===== src/rtl/rtc_pkg.sv =====
package rtc_pkg;
  localparam int unsigned DATA_W = 32;
  localparam int unsigned ADDR_W = 12;
  localparam int unsigned WIDX_W = ADDR_W - 2;

  localparam logic [WIDX_W-1:0] W_COUNT = 10'd0;
  localparam logic [WIDX_W-1:0] W_MATCH = 10'd1;
  localparam logic [WIDX_W-1:0] W_LOAD  = 10'd2;
  localparam logic [WIDX_W-1:0] W_CTRL  = 10'd3;
  localparam logic [WIDX_W-1:0] W_MASK  = 10'd4;
  localparam logic [WIDX_W-1:0] W_RAW   = 10'd5;
  localparam logic [WIDX_W-1:0] W_MSK   = 10'd6;
  localparam logic [WIDX_W-1:0] W_CLR   = 10'd7;
  // identification window: word index upper bits all ones
  localparam logic [WIDX_W-4:0] ID_PAGE = '1;

  function automatic logic [7:0] id_byte(input logic [2:0] idx);
    case (idx)
      3'd0: id_byte = 8'h31;
      3'd1: id_byte = 8'h10;
      3'd2: id_byte = 8'h14;
      3'd3: id_byte = 8'h00;
      3'd4: id_byte = 8'h0D;
      3'd5: id_byte = 8'hF0;
      3'd6: id_byte = 8'h05;
      default: id_byte = 8'hB1;
    endcase
  endfunction
endpackage


===== src/rtl/rtc_prescaler.sv =====
module rtc_prescaler #(
  parameter int unsigned DIV = 32768
) (
  input  logic clk,
  input  logic rst_n,
  output logic tick
);
  localparam int unsigned PW = (DIV > 1) ? $clog2(DIV) : 1;
  localparam logic [PW-1:0] LAST = PW'(DIV - 1);

  logic [PW-1:0] phase_q;

  assign tick = (phase_q == LAST);

  always_ff @(posedge clk or negedge rst_n) begin
    if (!rst_n)    phase_q <= '0;
    else if (tick) phase_q <= '0;
    else           phase_q <= phase_q + 1'b1;
  end
endmodule


===== src/rtl/rtc_seconds.sv =====
module rtc_seconds #(
  parameter int unsigned W = 32
) (
  input  logic         clk,
  input  logic         rst_n,
  input  logic         tick,
  input  logic         load_en,
  input  logic [W-1:0] load_val,
  output logic [W-1:0] cnt_q,
  output logic [W-1:0] cnt_nxt
);
  always_comb begin
    if (load_en)   cnt_nxt = load_val;   // load beats tick
    else if (tick) cnt_nxt = cnt_q + 1'b1; // wraps modulo 2^W
    else           cnt_nxt = cnt_q;
  end

  always_ff @(posedge clk or negedge rst_n) begin
    if (!rst_n) cnt_q <= '0;
    else        cnt_q <= cnt_nxt;
  end
endmodule


===== src/rtl/rtc_alarm.sv =====
module rtc_alarm #(
  parameter int unsigned W = 32
) (
  input  logic         clk,
  input  logic         rst_n,
  input  logic [W-1:0] cnt_nxt,
  input  logic         cnt_step,
  input  logic         match_we,
  input  logic [W-1:0] match_wdata,
  input  logic         mask_we,
  input  logic         mask_bit,
  input  logic         clr_we,
  input  logic         clr_bit,
  output logic [W-1:0] match_q,
  output logic         mask_q,
  output logic         raw_q,
  output logic         alarm_evt
);
  logic [W-1:0] match_nxt;

  assign match_nxt = match_we ? match_wdata : match_q;
  // evaluate only when count or match changes, so equality fires once
  assign alarm_evt = (cnt_step || match_we) && (cnt_nxt == match_nxt);

  always_ff @(posedge clk or negedge rst_n) begin
    if (!rst_n) begin
      match_q <= '0;
      mask_q  <= 1'b0;
      raw_q   <= 1'b0;
    end else begin
      match_q <= match_nxt;
      if (mask_we) mask_q <= mask_bit;
      if (alarm_evt)                raw_q <= 1'b1;  // event wins over clear
      else if (clr_we && clr_bit)   raw_q <= 1'b0;
    end
  end
endmodule


===== src/rtl/rtc_sec_alarm.sv =====
module rtc_sec_alarm
  import rtc_pkg::*;
#(
  parameter int unsigned PRESCALE = 32768
) (
  input  logic              clk,
  input  logic              rst_n,
  input  logic              bus_valid,
  input  logic              bus_write,
  input  logic [ADDR_W-1:0] bus_addr,
  input  logic [DATA_W-1:0] bus_wdata,
  output logic              bus_ready,
  output logic [DATA_W-1:0] bus_rdata,
  output logic              irq
);
  logic              tick;
  logic              wr;
  logic [WIDX_W-1:0] widx;
  logic              we_load, we_match, we_mask, we_clr;
  logic [DATA_W-1:0] cnt_q, cnt_nxt, match_q, load_q, rd_mux;
  logic              mask_q, raw_q, alarm_evt;

  assign wr       = bus_valid && bus_write;
  assign widx     = bus_addr[ADDR_W-1:2];
  assign we_load  = wr && (widx == W_LOAD);
  assign we_match = wr && (widx == W_MATCH);
  assign we_mask  = wr && (widx == W_MASK);
  assign we_clr   = wr && (widx == W_CLR);

  rtc_prescaler #(.DIV(PRESCALE)) u_presc (
    .clk(clk), .rst_n(rst_n), .tick(tick)
  );

  rtc_seconds #(.W(DATA_W)) u_secs (
    .clk(clk), .rst_n(rst_n), .tick(tick), .load_en(we_load),
    .load_val(bus_wdata), .cnt_q(cnt_q), .cnt_nxt(cnt_nxt)
  );

  rtc_alarm #(.W(DATA_W)) u_alarm (
    .clk(clk), .rst_n(rst_n), .cnt_nxt(cnt_nxt),
    .cnt_step(tick || we_load),
    .match_we(we_match), .match_wdata(bus_wdata),
    .mask_we(we_mask), .mask_bit(bus_wdata[0]),
    .clr_we(we_clr), .clr_bit(bus_wdata[0]),
    .match_q(match_q), .mask_q(mask_q), .raw_q(raw_q), .alarm_evt(alarm_evt)
  );

  always_ff @(posedge clk or negedge rst_n) begin
    if (!rst_n)       load_q <= '0;
    else if (we_load) load_q <= bus_wdata;
  end

  always_comb begin
    rd_mux = '0;
    if (widx[WIDX_W-1:3] == ID_PAGE) begin
      rd_mux[7:0] = id_byte(widx[2:0]);
    end else begin
      case (widx)
        W_COUNT: rd_mux = cnt_q;
        W_MATCH: rd_mux = match_q;
        W_LOAD:  rd_mux = load_q;
        W_CTRL:  rd_mux[0] = 1'b1;
        W_MASK:  rd_mux[0] = mask_q;
        W_RAW:   rd_mux[0] = raw_q;
        W_MSK:   rd_mux[0] = raw_q & mask_q;
        default: rd_mux = '0;
      endcase
    end
  end

  always_ff @(posedge clk or negedge rst_n) begin
    if (!rst_n) begin
      bus_ready <= 1'b0;
      bus_rdata <= '0;
    end else begin
      bus_ready <= bus_valid;
      bus_rdata <= (bus_valid && !bus_write) ? rd_mux : '0;
    end
  end

  assign irq = raw_q & mask_q;
endmodule


===== config.mk =====
export PLATFORM = sky130hd
export DESIGN_NAME = rtc_sec_alarm
export DESIGN_NICKNAME = d
export VERILOG_FILES = /design/src/rtl/rtc_pkg.sv /design/src/rtl/rtc_prescaler.sv /design/src/rtl/rtc_seconds.sv /design/src/rtl/rtc_alarm.sv /design/src/rtl/rtc_sec_alarm.sv
export SDC_FILE = /design/constraint.sdc
export NUM_CORES = 1
export LEC_CHECK = 0
export CORE_MARGIN = 2
export CORE_UTILIZATION = 30
export CTS_CLUSTER_DIAMETER = 120
export DETAILED_ROUTE_END_ITERATION = 7
export DONT_BUFFER_PORTS = 1
export RECOVER_POWER = 100
export SLEW_MARGIN = 0
export SYNTH_ARGS = -nofsm -noshare
export SYNTH_HDL_FRONTEND = slang
export SYNTH_SLANG_ARGS = --single-unit

===== constraint.sdc =====
create_clock -name clk -period 8.2 [get_ports clk]
set_input_delay 1.64 -clock clk [delete_from_list [all_inputs] [get_ports clk]]
set_output_delay 1.64 -clock clk [all_outputs]
set_load 0.02 [all_outputs]

==> flow_summary_export.csv, run 1 <==
group,metric,value,unit
run_status,status,"complete, but fails checks",
run_status,violations,"capacitance limit, slew limit",
synth,synth_area,7580,µm²
critical_path,path_cells,"nor4_1 > nand2_1 > nor3_2 > clkbuf_1 > nand2_1 > a31o_2 > a2111oi_0 > nand4_1 > or4_1 > o21ai_0",
place,dpl_worst_slack,2.70,ns
sta,relSlewSlack,-89.7,%
routing,drtIter0Drc,456,
global_route,grt_pass1_vias,5833,
sta,fmax,162,MHz
critical_path,worstSetupPathType,"input port to flip-flop",
floorplan,die-width,163,µm
sta,finalSetupViolCount,0,
critical_path,reg2reg_slack,3.60,ns
power,p_leak,3.85,nW
clock_tree,cts_resized,0,
critical_path,crit_family,"simple AND/OR/NAND/NOR gates",
synth,synth_top_flop_cell,"dfrtp_1",
critical_path,crit_path_top_delay_cell,"clkbuf_1",
sta,period_needed,6.19,ns
critical_path,arrival,6.52,ns
routing,vias,5964,
sta,rsz0062_at_grt,"no",
synth,syn_nets,895,
global_route,grt.total_usage,16.3,%
critical_path,critPathMaxStageDelay,1.74,ns
clock_tree,cts.sinks,146,
synth,yosys_warnings,0,
critical_path,end_kind,"flip-flop",
floorplan,rows,58,
synth,synth-seq-cells,146,
routing,routed_wl,20700,µm
sta,hold_viol_final,0,
routing,dr.pass1.iters,5,
hold_path,hp-class,"flip-flop to flip-flop",
critical_path,r2r-start,"u_presc.phase_q[0]",
global_route,antenna_found_initial,0,
critical_path,crit_end,"u_alarm.raw_q",
place,detailed_place_hpwl,13700,µm
routing,routed_wire_length_per_instance,17.7,µm
sta,worstMarginPinSlew,2.85,ns
floorplan,initial_core_util,30.3,%
power,p_switching,336,µW
cells_and_area,fin_nets,876,
sta,setup_ws,2.01,ns
clock_tree,numCtsBuffers,17,
global_route,grt_pass1_wl,33100,µm
floorplan,dieHeight,163,µm
critical_path,worstRegToRegCells,10,
critical_path,crit_top_cell,"nand2_1",
cells_and_area,nFillCells,2621,
critical_path,required,8.53,ns
sta,fin_skew,0.0107,ns
floorplan,die-area,26500,µm²
sta,drv_slew,118,
critical_path,critPathLaunch,"bus_addr[9]",
synth,syn_inst,845,
clock_tree,cts_root_buf,"clkbuf_16",
routing,vias_per_cell,5.11,
synth,yosysSeqAreaShare,48.2,%
routing,ant_nets,0,
cells_and_area,mostFrequentLayoutCells,"nand2_1 (171), dfrtp_1 (146), nor2_1 (103), xnor2_1 (50), a21oi_1 (49)",
power,combPwrFrac,2.8,%
power,ir_drop,0.141,mV
critical_path,worst-path-max-fanout,50,
synth,synth_cell_types,54,
floorplan,core_area,25000,µm²
clock_tree,hold_buffers,0,
critical_path,start_kind,"input port",
clock_tree,htree_levels,4,
clock_tree,clock_latency,0.43,ns
global_route,overflow,0,
critical_path,cp_num_buf_inv,1,
power,powerDensity,186,nW/µm²
global_route,grt_max_degree,147,
cells_and_area,multi_input_area,3700,µm²
clock_tree,clk_pin_slew,0.06,ns
power,p_seq_share,46.5,%
synth,syn_area_per_cell,8.97,µm²
hold_path,hold_path_depth,2,
cells_and_area,drive_gt1_share,5.85,%
cells_and_area,regArea,3650,µm²
floorplan,io_pins,82,
place,gp_congestion,0.821,
critical_path,cp_num_cells,10,
flow_run,cap_violations,3,
power,clockPowerShare,50.7,%
clock_tree,clockBufferDepth,2,
place,port-buffer-count,0,
cells_and_area,diodes,0,
power,totalPowerFinal,1.57,mW
cells_and_area,layout_commonest_cell,"nand2_1",
critical_path,rr_endpoint,"u_alarm.raw_q",
power,p_sw_share,21.4,%
clock_tree,cts_tree,"done",
synth,async_reset_ff_share,100,%
clock_tree,post_cts_buffers,0,
sta,finalSetupTns,0,ns
cells_and_area,area_delta_synth_final,11.5,%
routing,drc_errors,0,
power,internal_power,1.24,mW
sta,fin_crit_sh,75.4,%
synth,synth_edf_count,0,
[flip-flops by register name, indices dropped and copies added, names as in the netlist]
signal	flops
u_secs.cnt_q	32
bus_ready	1
load_q	32
u_alarm.mask_q	1
bus_rdata	32
u_presc.phase_q	15
u_alarm.match_q	32
u_alarm.raw_q	1
[worst min-delay path, delay by kind of cell, from the launching register on]
| family | cells | cell delay [ns] |
|---|---|---|
| flip-flops | 1 | 0.34 |
| AND/OR/NAND/NOR | 2 | 0.10 |
[per-stage QoR]
stage          cells  hold slack, ns  area (µm²)  utilization [%]
3_5_place_dp    1137           0.456        7880             31.5
2_1_floorplan    845           0.439        7580                -
4_1_cts         1167           0.471        8470             33.9
6_report        1167           0.467        8450             33.8
3_3_place_gp    1137           0.450        7880             31.5
5_1_grt         1167           0.488        8450             33.8
[cells by family (layout without fill, tap and decap cells)]
| family | after synthesis | in the layout | share of synthesized area [%] |
|---|---|---|---|
| buffers and inverters | 59 | 51 | 2.99 |
| muxes | 45 | 45 | 6.16 |
| DFF | 146 | 146 | 48.2 |
| and+or+nand+nor | 395 | 395 | 23.9 |
| AOI/OAI and AO/OA | 124 | 124 | 9.84 |
| xor gates and xnor gates | 74 | 74 | 8.55 |
| adders and majority gates | 2 | 2 | 0.330 |
[cell usage after synthesis, types with 5 or more instances]
cell | count | share of area [%]
nor3_1 | 16 | 1.1
a21o_1 | 5 | 0.50
nor4_1 | 21 | 1.7
mux2i_1 | 32 | 4.2
o21ai_0 | 28 | 1.8
clkbuf_1 | 29 | 1.4
and4_1 | 7 | 0.81
buf_1 | 12 | 0.59
xnor2_1 | 50 | 5.8
nand2_1 | 171 | 8.5
and2_1 | 6 | 0.50
inv_1 | 14 | 0.69
or4_1 | 6 | 0.59
a31oi_1 | 8 | 0.66
xor2_1 | 24 | 2.8
mux2_2 | 13 | 1.9
nand3_1 | 21 | 1.4
dfrtp_1 | 146 | 48
nor2_1 | 104 | 5.2
a21oi_1 | 49 | 3.2
nand4_1 | 18 | 1.5
[power by group through the flow]
stage / Clock [mW] / Combinational, mW / Sequential, mW
final: 0.797 / 0.0437 / 0.731
after global routing: 0.843 / 0.0488 / 0.731
after CTS: 0.812 / 0.0442 / 0.730
after detailed placement: 0 / 0.0439 / 0.744
after global placement: 0 / 0.0438 / 0.743
after floorplan: 0 / 0.0428 / 0.742
[cell type report]
| cell class | count | area share, % |
|---|---|---|
| multi-input cells | 640 | 43.8 |
| repair buffers | 7 | 0.444 |
| flip-flops and latches | 146 | 43.3 |
| clock buffers | 20 | 5.41 |
| inverters | 14 | 0.622 |
| clock inverters | 10 | 1.60 |
| well taps | 330 | 4.89 |
[layer usage]
metal  global-route usage (%)  share of wire [%]
met5                        0                  0
met4                     4.38                1.0
met3                     4.86                6.3
met2                     25.8                 47
met1                     21.8                 46
[worst min path at each step]
stage | slack (ns) | to | from
3_5_place_dp | 0.46 | load_q[6] | load_q[6]
6_report | 0.47 | load_q[8] | load_q[8]
4_1_cts | 0.47 | load_q[8] | load_q[8]
2_1_floorplan | 0.44 | load_q[10] | load_q[10]
3_3_place_gp | 0.45 | load_q[1] | load_q[1]
5_1_grt | 0.49 | load_q[8] | load_q[8]
Power figures use the tool's default switching activity.
==> run 2: changes to the inputs <==
- clock period: 8.2 -> 5.2 ns (I/O delays scaled with it)
==> run 2 against run 1 <==
The run still ends with capacitance limit, slew limit left; highest routed layer unchanged; largest power group unchanged; worst setup slack got worse by 0.89 ns; critical path depth unchanged; sequential power increased by 57%; sequential share of layout area decreased by 0.37 points; final cell count increased by 0.51%; core utilization increased by 0.29 points; largest cell class unchanged; via count increased by 0.47%; clock-buffer cell count decreased by 1.
==> flow_summary_export.csv, run 2 (synthesized netlist as in run 1, its figures left out) <==
group,metric,value,unit
critical_path,rr_endpoint,"u_alarm.raw_q",
floorplan,die-width,163,µm
cells_and_area,fin_nets,880,
cells_and_area,post-route-cell-area,8520,µm²
place,place_area,7920,µm²
run_status,status,"complete, but fails checks",
cells_and_area,diodes,0,
clock_tree,hold_buffers,0,
routing,routed_wl,20800,µm
critical_path,worstRegToRegCells,10,
cells_and_area,area_delta_synth_final,12.4,%
clock_tree,clk_pin_slew,0.06,ns
floorplan,die-area,26500,µm²
power,p_sw_share,21.9,%
routing,dr.pass1.iters,4,
global_route,antenna_found_initial,0,
sta,fin_skew,0.0144,ns
clock_tree,cts_root_buf,"clkbuf_16",
critical_path,start_kind,"input port",
power,p_switching,562,µW
floorplan,dieHeight,163,µm
clock_tree,cts_tree,"done",
floorplan,io_pins,82,
critical_path,end_kind,"flip-flop",
place,port-buffer-count,0,
global_route,overflow,0,
clock_tree,htree_levels,4,
run_status,violations,"capacitance limit, slew limit",
power,p_seq_share,44.9,%
critical_path,reg2reg_slack,1.28,ns
floorplan,rows,58,
power,clockPowerShare,52.3,%
sta,finalSetupTns,0,ns
routing,vias_per_cell,5.11,
routing,drtIter0Drc,382,
sta,hold_viol_final,0,
power,combPwrFrac,2.7,%
clock_tree,numCtsBuffers,17,
place,dp_cells,1141,
cells_and_area,layout_commonest_cell,"nand2_1",
sta,whs,0.317,ns
clock_tree,post_cts_buffers,0,
sta,drv_slew,25,
routing,ant_nets,0,
critical_path,worst-path-max-fanout,24,
cells_and_area,final_util,34.1,%
clock_tree,cts.sinks,146,
floorplan,core_area,25000,µm²
sta,finalSetupViolCount,0,
power,totalPowerFinal,2.56,mW
place,gp_congestion,0.824,
flow_run,cap_violations,1,
critical_path,arrival,4.41,ns
sta,relSlewSlack,-3.43,%
critical_path,path_cells,"nor3_1 > and3_1 > and2_1 > clkbuf_1 > nand2_1 > nand2_1 > xnor2_1 > o2111ai_1 > or4_1 > o21ai_0",
power,internal_power,2.00,mW
critical_path,crit_path_top_delay_cell,"clkbuf_1",
routing,vias,5992,
place,detailed_place_hpwl,13900,µm
cells_and_area,fin_cells,1173,
sta,worstMarginPinSlew,1.55,ns
routing,routed_wire_length_per_instance,17.8,µm
place,dpl_worst_slack,1.13,ns
global_route,grt_pass1_vias,5858,
sta,fin_crit_sh,78.4,%
global_route,grt.total_usage,16.3,%
hold_path,hp-class,"input port to async pin",
critical_path,crit_top_cell,"nand2_1",
critical_path,worstSetupPathType,"input port to flip-flop",
global_route,grt_max_degree,147,
power,powerDensity,301,nW/µm²
clock_tree,cts_resized,0,
sta,setup_ws,1.13,ns
floorplan,initial_core_util,30.3,%
routing,drc_errors,0,
critical_path,critPathMaxStageDelay,1.11,ns
sta,period_needed,4.07,ns
critical_path,required,5.54,ns
power,p_leak,3.88,nW
clock_tree,clockBufferDepth,2,
sta,fmax,245,MHz
critical_path,r2r-start,"u_presc.phase_q[8]",
cells_and_area,drive_gt1_share,6.05,%
sta,rsz0062_at_grt,"no",
clock_tree,clock_latency,0.43,ns
cells_and_area,mostFrequentLayoutCells,"nand2_1 (171), dfrtp_1 (146), nor2_1 (103), xnor2_1 (50), a21oi_1 (49)",
power,ir_drop,0.207,mV
global_route,grt_pass1_wl,33100,µm
[run 2: cell count changes in the layout (fill, tap and decap cells not counted), moves of 2 or more]
cell	before	now
clkinv_2	4	1
inv_6	0	3
and2_0	2	4
and2_1	5	3
buf_4	3	5
clkinv_4	2	4
[run 2: worst max-delay path, delay by kind of cell]
kind,cells,cell delay [ns]
buffers and inverters,1,1.11
and+or+nand+nor,6,1.72
xor gates and xnor gates,1,0.18
AOI/OAI and AO/OA,2,0.34
[run 2: worst max path at each step]
stage | start | end | slack [ns] | depth (start not counted)
2_1_floorplan | bus_addr[9] | u_alarm.raw_q | 1.61 | 9
3_3_place_gp | bus_addr[5] | u_alarm.raw_q | 1.20 | 10
3_5_place_dp | bus_addr[5] | u_alarm.raw_q | 1.13 | 9
4_1_cts | u_presc.phase_q[8] | u_alarm.raw_q | 1.38 | 10
5_1_grt | u_presc.phase_q[8] | u_alarm.raw_q | 0.93 | 10
6_report | bus_addr[5] | u_alarm.raw_q | 1.13 | 10
[run 2: power groups by stage]
stage | clock network (mW) | logic (mW) | registers, mW
5_1_grt | 1.42 | 0.0778 | 1.15
4_1_cts | 1.37 | 0.0709 | 1.15
6_report | 1.34 | 0.0705 | 1.15
3_5_place_dp | 0 | 0.0705 | 1.17
2_1_floorplan | 0 | 0.0676 | 1.17
3_3_place_gp | 0 | 0.0698 | 1.17
[run 2: area by class of cell]
| class | count | area, µm² |
|---|---|---|
| sequential | 146 | 3650 |
| fill | 2587 | 16400 |
| clock inverter | 13 | 198 |
| clock buffer | 19 | 443 |
| multi-input combinational | 640 | 3680 |
| timing repair buffer | 11 | 76.3 |
| tap | 330 | 413 |
| inverter | 14 | 52.6 |
[run 2: per-layer routing]
| metal | vias up | wire [µm] | track usage, % |
|---|---|---|---|
| met5 | - | 0 | 0 |
| met4 | 0 | 286 | 5.03 |
| met3 | 20 | 1290 | 4.51 |
| met2 | 154 | 9850 | 26.3 |
| met1 | 2934 | 9410 | 21.3 |
| li1 | 2884 | - | - |
